### config.mk
export PLATFORM = sky130hd
export DESIGN_NAME = acc_cpu_core
export DESIGN_NICKNAME = d
export VERILOG_FILES = /design/src/rtl/acc_cpu_pkg.sv /design/src/rtl/acc_cpu_alu.sv /design/src/rtl/acc_cpu_regs.sv /design/src/rtl/acc_cpu_ctrl.sv /design/src/rtl/acc_cpu_core.sv
export SDC_FILE = /design/constraint.sdc
export NUM_CORES = 1
export LEC_CHECK = 0
export CAP_MARGIN = 10
export CELL_PAD_IN_SITES_DETAIL_PLACEMENT = 0
export CELL_PAD_IN_SITES_GLOBAL_PLACEMENT = 1
export CORE_ASPECT_RATIO = 2
export CORE_MARGIN = 4
export CORE_UTILIZATION = 39
export CTS_CLUSTER_SIZE = 12
export DETAILED_ROUTE_END_ITERATION = 8
export PLACE_DENSITY_LB_ADDON = 0.2
export SLEW_MARGIN = 20
export SYNTH_ARGS = -nofsm -noshare
export SYNTH_HDL_FRONTEND = slang
export SYNTH_SLANG_ARGS = --single-unit
### constraint.sdc
create_clock -name clk -period 6.2 [get_ports clk]
set_input_delay 1.86 -clock clk [delete_from_list [all_inputs] [get_ports clk]]
set_output_delay 1.86 -clock clk [all_outputs]
set_load 0.02 [all_outputs]
### src/rtl/acc_cpu_pkg.sv
package acc_cpu_pkg;

   localparam int OPC_W = 4;

   typedef enum logic [OPC_W-1:0] {
      OP_LOAD  = 4'h0,
      OP_STORE = 4'h1,
      OP_ADD   = 4'h2,
      OP_SUB   = 4'h3,
      OP_JUMP  = 4'h4,
      OP_JPOS  = 4'h5,
      OP_JNZ   = 4'h6,
      OP_STOP  = 4'h7
   } opcode_e;

   typedef enum logic [2:0] {
      FN_ZERO,
      FN_PASS_B,
      FN_ADD,
      FN_SUB,
      FN_INC_B
   } alu_fn_e;

   // Opcodes 0..3 need a second memory access for the operand
   function automatic logic has_operand(input logic [OPC_W-1:0] op);
      return op[3:2] == 2'b00;
   endfunction

endpackage

### src/rtl/acc_cpu_alu.sv
module acc_cpu_alu
   import acc_cpu_pkg::*;
#(
   parameter int DATA_W = 16,
   parameter bit SHARED = 1'b1
) (
   input  logic [DATA_W-1:0] a,
   input  logic [DATA_W-1:0] b,
   input  alu_fn_e           fn,
   output logic [DATA_W-1:0] y
);

   localparam logic [DATA_W-1:0] ONE = {{(DATA_W-1){1'b0}}, 1'b1};

   generate
      if (SHARED) begin : g_shared
         // One carry chain: conditioned operands plus carry-in
         logic [DATA_W-1:0] opa;
         logic [DATA_W-1:0] opb;
         logic              cin;
         always_comb begin
            opa = (fn == FN_ADD || fn == FN_SUB) ? a : '0;
            opb = (fn == FN_SUB) ? ~b : b;
            cin = (fn == FN_SUB || fn == FN_INC_B);
            y   = (fn == FN_ZERO) ? '0 : (opa + opb + {{(DATA_W-1){1'b0}}, cin});
         end
      end else begin : g_split
         always_comb begin
            case (fn)
               FN_PASS_B: y = b;
               FN_ADD:    y = a + b;
               FN_SUB:    y = a - b;
               FN_INC_B:  y = b + ONE;
               default:   y = '0;
            endcase
         end
      end
   endgenerate

endmodule

### src/rtl/acc_cpu_regs.sv
module acc_cpu_regs #(
   parameter int DATA_W = 16,
   parameter int ADDR_W = 12
) (
   input  logic              clk,
   input  logic              rst,
   input  logic [DATA_W-1:0] alu_y,
   input  logic [DATA_W-1:0] mem_rdata,
   input  logic              acc_en,
   input  logic              pc_en,
   input  logic              ir_en,
   input  logic              addr_from_ir,
   output logic [ADDR_W-1:0] pc,
   output logic [DATA_W-1:0] acc,
   output logic [DATA_W-1:0] ir,
   output logic [ADDR_W-1:0] mem_addr,
   output logic              acc_zero,
   output logic              acc_neg
);

   // PC has no reset of its own: reset forces the ALU to zero and enables the load
   always_ff @(posedge clk) begin
      if (pc_en) pc <= alu_y[ADDR_W-1:0];
   end

   always_ff @(posedge clk) begin
      if (rst)         acc <= '0;
      else if (acc_en) acc <= alu_y;
   end

   always_ff @(posedge clk) begin
      if (rst)        ir <= '0;
      else if (ir_en) ir <= mem_rdata;
   end

   assign mem_addr = addr_from_ir ? ir[ADDR_W-1:0] : pc;
   assign acc_zero = (acc == '0);
   assign acc_neg  = acc[DATA_W-1];

   assert_pc_cleared_R1: assert property (@(posedge clk) rst |=> (pc == '0));

endmodule

### src/rtl/acc_cpu_ctrl.sv
module acc_cpu_ctrl
   import acc_cpu_pkg::*;
(
   input  logic             clk,
   input  logic             rst,
   input  logic [OPC_W-1:0] ir_op,
   input  logic [OPC_W-1:0] fetched_op,
   input  logic             acc_zero,
   input  logic             acc_neg,
   output logic             ex,
   output logic             halted,
   output logic             addr_from_ir,
   output logic             b_from_addr,
   output logic             acc_en,
   output logic             pc_en,
   output logic             ir_en,
   output logic             acc_oe,
   output alu_fn_e          alu_fn,
   output logic             mem_req,
   output logic             mem_rnw
);

   logic take;
   logic stop_now;

   always_comb begin
      case (opcode_e'(ir_op))
         OP_JUMP: take = 1'b1;
         OP_JPOS: take = ~acc_neg;
         OP_JNZ:  take = ~acc_zero;
         default: take = 1'b0;
      endcase
   end

   assign stop_now = ~ex & (ir_op == OP_STOP);

   always_comb begin
      addr_from_ir = 1'b0;
      b_from_addr  = 1'b0;
      acc_en       = 1'b0;
      pc_en        = 1'b0;
      ir_en        = 1'b0;
      acc_oe       = 1'b0;
      alu_fn       = FN_ZERO;
      mem_req      = 1'b0;
      mem_rnw      = 1'b1;
      if (rst) begin
         pc_en = 1'b1;                  // load the forced zero into PC
      end else if (halted || stop_now) begin
         // parked: no access, no register update
      end else if (ex) begin
         addr_from_ir = 1'b1;
         mem_req      = 1'b1;
         case (opcode_e'(ir_op))
            OP_STORE: begin mem_rnw = 1'b0; acc_oe = 1'b1; end
            OP_LOAD:  begin alu_fn = FN_PASS_B; acc_en = 1'b1; end
            OP_ADD:   begin alu_fn = FN_ADD;    acc_en = 1'b1; end
            OP_SUB:   begin alu_fn = FN_SUB;    acc_en = 1'b1; end
            default:  ;
         endcase
      end else begin
         addr_from_ir = take;
         b_from_addr  = 1'b1;
         alu_fn       = FN_INC_B;
         pc_en        = 1'b1;
         ir_en        = 1'b1;
         mem_req      = 1'b1;
      end
   end

   always_ff @(posedge clk) begin
      if (rst) begin
         ex     <= 1'b0;
         halted <= 1'b0;
      end else if (!halted) begin
         ex     <= ~ex & ~stop_now & has_operand(fetched_op);
         halted <= stop_now;
      end
   end

   assert_exec_single_R2: assert property (@(posedge clk) disable iff (rst)
      ex |=> !ex);
   assert_halt_sticky_R9: assert property (@(posedge clk) disable iff (rst)
      halted |=> halted);
   assert_halt_quiet_R9: assert property (@(posedge clk) disable iff (rst)
      halted |-> (!mem_req && !acc_en && !pc_en && !ir_en));
   assert_write_only_exec_R11: assert property (@(posedge clk) disable iff (rst)
      (mem_req && !mem_rnw) |-> (ex && acc_oe && ir_op == OP_STORE));

endmodule

### src/rtl/acc_cpu_core.sv
module acc_cpu_core
   import acc_cpu_pkg::*;
#(
   parameter int DATA_W     = 16,
   parameter int ADDR_W     = 12,
   parameter bit ALU_SHARED = 1'b1
) (
   input  logic              clk,
   input  logic              rst,
   output logic [ADDR_W-1:0] mem_addr,
   input  logic [DATA_W-1:0] mem_rdata,
   output logic [DATA_W-1:0] mem_wdata,
   output logic              mem_req,
   output logic              mem_rnw,
   output logic              halted,
   output logic [DATA_W-1:0] acc_value
);

   localparam int PAD_W = DATA_W - ADDR_W;

   generate
      if (DATA_W < OPC_W + ADDR_W) begin : g_bad_width
         $error("acc_cpu_core: DATA_W must hold opcode and address");
      end
      if (ADDR_W < 2) begin : g_bad_addr
         $error("acc_cpu_core: ADDR_W too small");
      end
   endgenerate

   logic [ADDR_W-1:0] pc;
   logic [DATA_W-1:0] acc;
   logic [DATA_W-1:0] ir;
   logic [DATA_W-1:0] alu_b;
   logic [DATA_W-1:0] alu_y;
   logic              acc_zero, acc_neg;
   logic              ex, addr_from_ir, b_from_addr;
   logic              acc_en, pc_en, ir_en, acc_oe;
   alu_fn_e           alu_fn;
   logic [OPC_W-1:0]  ir_op;
   logic [ADDR_W-1:0] ir_s;

   assign ir_op = ir[DATA_W-1 -: OPC_W];
   assign ir_s  = ir[ADDR_W-1:0];

   acc_cpu_ctrl u_ctrl (
      .clk          (clk),
      .rst          (rst),
      .ir_op        (ir_op),
      .fetched_op   (mem_rdata[DATA_W-1 -: OPC_W]),
      .acc_zero     (acc_zero),
      .acc_neg      (acc_neg),
      .ex           (ex),
      .halted       (halted),
      .addr_from_ir (addr_from_ir),
      .b_from_addr  (b_from_addr),
      .acc_en       (acc_en),
      .pc_en        (pc_en),
      .ir_en        (ir_en),
      .acc_oe       (acc_oe),
      .alu_fn       (alu_fn),
      .mem_req      (mem_req),
      .mem_rnw      (mem_rnw)
   );

   acc_cpu_regs #(.DATA_W(DATA_W), .ADDR_W(ADDR_W)) u_regs (
      .clk          (clk),
      .rst          (rst),
      .alu_y        (alu_y),
      .mem_rdata    (mem_rdata),
      .acc_en       (acc_en),
      .pc_en        (pc_en),
      .ir_en        (ir_en),
      .addr_from_ir (addr_from_ir),
      .pc           (pc),
      .acc          (acc),
      .ir           (ir),
      .mem_addr     (mem_addr),
      .acc_zero     (acc_zero),
      .acc_neg      (acc_neg)
   );

   // B input: the address bus for increments, memory data for operands
   assign alu_b = b_from_addr ? {{PAD_W{1'b0}}, mem_addr} : mem_rdata;

   acc_cpu_alu #(.DATA_W(DATA_W), .SHARED(ALU_SHARED)) u_alu (
      .a  (acc),
      .b  (alu_b),
      .fn (alu_fn),
      .y  (alu_y)
   );

   assign mem_wdata = acc_oe ? acc : '0;
   assign acc_value = acc;

   assert_store_bus_R3: assert property (@(posedge clk) disable iff (rst)
      (mem_req && !mem_rnw) |-> (mem_wdata == acc && mem_addr == ir_s));
   assert_store_keeps_acc_R3: assert property (@(posedge clk) disable iff (rst)
      (ex && ir_op == OP_STORE) |=> (acc == $past(acc)));
   assert_add_result_R4: assert property (@(posedge clk) disable iff (rst)
      (ex && ir_op == OP_ADD) |=> (acc == $past(acc) + $past(mem_rdata)));
   assert_sub_result_R4: assert property (@(posedge clk) disable iff (rst)
      (ex && ir_op == OP_SUB) |=> (acc == $past(acc) - $past(mem_rdata)));
   assert_fetch_step_R5: assert property (@(posedge clk) disable iff (rst)
      (mem_req && mem_rnw && !ex) |=> (pc == $past(mem_addr) + 1'b1));
   assert_jump_target_R6: assert property (@(posedge clk) disable iff (rst)
      (!ex && !halted && ir_op == OP_JUMP) |-> (mem_addr == ir_s));
   assert_jpos_pick_R7: assert property (@(posedge clk) disable iff (rst)
      (!ex && !halted && ir_op == OP_JPOS) |->
         (mem_addr == (acc[DATA_W-1] ? pc : ir_s)));
   assert_jnz_pick_R8: assert property (@(posedge clk) disable iff (rst)
      (!ex && !halted && ir_op == OP_JNZ) |->
         (mem_addr == ((acc == '0) ? pc : ir_s)));

endmodule

==> flow_metrics.env, run 1 <==
export IMPL_worst_setup_path_end_kind="primary output"
export IMPL_setup_violations=0
export IMPL_fin_setup_tns_ns=0
export IMPL_drt_first_iter_violations=118
export IMPL_route_final_wire_length_um=8690
export IMPL_cts_sinks=46
export IMPL_run_status="finished clean"
export IMPL_cts_root_to_sink_buffers=2
export IMPL_min_period_over_period=0.938
export IMPL_synth_most_common_cell="dfxtp_1"
export IMPL_synth_top_family_by_area="simple AND/OR/NAND/NOR gates"
export IMPL_dr_total_vias=2631
export IMPL_synthSimpleGateAreaFrac=0.205
export IMPL_p_leak_nw=1.63
export IMPL_tightest_slew_ns=0.767
export IMPL_synth_net_count=365
export IMPL_place_port_buffers=64
export IMPL_synth_yosys_seq_area_share=0.335
export IMPL_grt_overflow_total=0
export IMPL_slew_viol_final=0
export IMPL_synth_flop_cell="dfxtp_1"
export IMPL_hold_slack_ns=0.481
export IMPL_post_cts_resized_instances=0
export IMPL_timing_critical_path_required_ns=4.34
export IMPL_finalClockSkew_ns=0.00645
export IMPL_timing_hold_worst_class="register to register"
export IMPL_gpl_wtd_cong=0.826
export IMPL_antenna_left=0
export IMPL_post_drt_wl_per_cell_um=17.8
export IMPL_syn_avg_cell_area_sq_um=9.39
export IMPL_core_area_sq_mm=0.00766
export IMPL_synth_area_mux_share=0.103
export IMPL_die_x_um=71.1
export IMPL_grtUsageTotal=0.191
export IMPL_synthesis_yosys_warnings=0
export IMPL_timing_final_crit_period_ns=5.82
export IMPL_critical_path_startpoint_type="primary input"
export IMPL_timing_critical_path_slowest_stage_cell="clkdlybuf4s50_1"
export IMPL_ctsHtreeMaxLevel=2
export IMPL_first_pass_grt_wire_length_um=14200
export IMPL_ys_top_cells_by_count="dfxtp_1 (34), and2_1 (32), nor2_1 (29), nand2_1 (21), xnor2_1 (19)"
export IMPL_area_delta_synth_final_pct=29.4
export IMPL_cts_clk_slew_worst_paths_ns=0.06
export IMPL_critPathKind="primary input to primary output"
export IMPL_slew_headroom=0.488
export IMPL_synthesis_stage_register_bit_count=46
export IMPL_remaining_drc_errors=0
export IMPL_yosysTopAreaCell="dfxtp_1"
export IMPL_cts_root_buf="clkbuf_16"
export IMPL_io_pins=65
export IMPL_num_nets_final=428
export IMPL_grt_pass1_vias=2740
export IMPL_timing_hold_violations_final=0
export IMPL_ys_top_cells_by_area="dfxtp_1 (22%), edfxtp_1 (12%), and2_1 (6.4%), ha_1 (5.6%), mux2_2 (5.4%)"
export IMPL_numCtsBuffers=5
export IMPL_antenna_found_initial=0
export IMPL_cp_cell_sequence="clkdlybuf4s50_1 -> nor2_1 -> nand3_1 -> nor2_1 -> buf_4 -> and2_1 -> clkdlybuf4s50_1"
export IMPL_die_area_sq_mm=0.00954
export IMPL_fraction_of_the_mapped_netlist_area_in_adder_cells=0.0693
export IMPL_final_layout_size_suffix_gt1_frac=0.122
export IMPL_achievable_frequency_ghz=0.172
export IMPL_post_drt_via_cell_ratio=5.38
export IMPL_synthXorXnorAreaFrac=0.0874
export IMPL_placement_rows=45
export IMPL_yosys_top_cell_area_share=0.219
export IMPL_final_hpwl_from_detailed_placement_um=6530
export IMPL_cts_setup_buffers=0
export IMPL_cts_tree="done"
export IMPL_slowest_stage_delay_cp_ns=0.62
export IMPL_pwr_density_cell_mw_per_mm2=214
export IMPL_grt_max_degree=25
export IMPL_biggest_fanout_along_the_worst_timing_path=14
export IMPL_rsz0062_at_grt="no"
export IMPL_syn_cell_area_sq_mm=0.00311
export IMPL_synthesis_instances=331
export IMPL_maxcap_viol_count=0
export IMPL_diode_count=0
export IMPL_worst_skew_pair_late_latency_ns=0.29
export IMPL_vdd_ir_drop_max_v=0.000129
export IMPL_holdBufCountCts=0
export IMPL_synth_edff_count=12
export IMPL_synthesized_area_fraction_occupied_by_ao_oa_aoi_and_oai_cells=0.165
export IMPL_arrival_time_reported_for_the_critical_path_endpoint_ns=3.96
export IMPL_library_cells_used_by_synthesis=42
export IMPL_initial_core_util=0.406
export IMPL_drt_pass1_iterations=4
export IMPL_synth_async_sr_flop_share=0
export IMPL_chipHeight_um=134
[cell usage in the layout (no fill, tap or decap), drive strengths merged, types with 3 or more instances in the layout]
cell type and n:
a21o 6, clkbuf 7, inv 5, nand2 21
a21oi 14, o21ai 17, dfxtp 34, nand3b 11
clkdlybuf4s50 64, nor4 5, and2 32, o21bai 3
a211oi 5, edfxtp 12, ha 14, a22o 16
xor2 12, nor2 30, nand3 3, xnor2 19
mux2 25, o21a 3, buf 10, and3 3
[report_power, final]
group          switching (mW)  leakage [nW]  internal, mW
registers              0.0140         0.417         0.330
logic                  0.0977          1.13        0.0980
clock network           0.118        0.0841         0.202
[final timing paths]
check	start	endpoint	slack [ns]	cells past startpoint
max	rst	mem_wdata[14]	0.38	7
min	u_regs.ir[6]	u_regs.ir[6]	0.48	1
max reg2reg	u_regs.acc[7]	u_regs.acc[14]	2.18	15
min reg2reg	u_regs.ir[6]	u_regs.ir[6]	0.48	1
[cell families after synthesis]
family / Yosys count
adders and majority gates: 16
and+or+nand+nor: 115
AOI/OAI and AO/OA: 75
muxes: 25
DFF: 46
xor gates and xnor gates: 31
buffers and inverters: 23
[area by class of cell]
type                       count  area [sq um]
multi-input combinational    262          1950
sequential                    46          1040
timing repair buffer          74           716
clock inverter                 1          30.0
fill                         785          3640
tap                           94           118
clock buffer                   7           143
inverter                       5          18.8
[stage by stage]
step	instances	cell area [sq um]	utilization	power, mW	setup WS [ns]
floorplan	331	3110	-	0.477	0.925
global placement	481	3850	0.502	0.545	0.427
detailed placement	481	3850	0.502	0.547	0.386
CTS	489	4020	0.525	0.868	0.377
global route	489	4020	0.525	0.894	0.237
finish	489	4020	0.525	0.859	0.384
[worst max-delay path: cells and delay by family]
kind          cells  cell delay, ns
buf+inv           3            1.30
simple gates      4            0.80
[flip-flops by register name, indices dropped and copies added, names as in the netlist]
name,cells
u_regs.ir,16
u_regs.pc,12
u_ctrl.ex,1
u_ctrl.halted,1
u_regs.acc,16
[per-layer routing]
layer,track usage,wire length (um),share of wire
met3,0.0315,319,0.037
met1,0.201,3320,0.38
met2,0.356,4710,0.54
met4,0.0931,338,0.039
met5,0,0,0
Power figures use the tool's default switching activity.
==> run 2: changes to the inputs <==
--- a/config.mk
+++ b/config.mk
@@ -14,6 +14,7 @@
 export CTS_CLUSTER_SIZE = 12
 export DETAILED_ROUTE_END_ITERATION = 8
 export PLACE_DENSITY_LB_ADDON = 0.2
+export SKIP_CTS_REPAIR_TIMING = 1
 export SLEW_MARGIN = 20
 export SYNTH_ARGS = -nofsm -noshare
 export SYNTH_HDL_FRONTEND = slang
==> results of run 2 <==
Same layout as run 1: the final DEF is identical, and so are final timing and power.
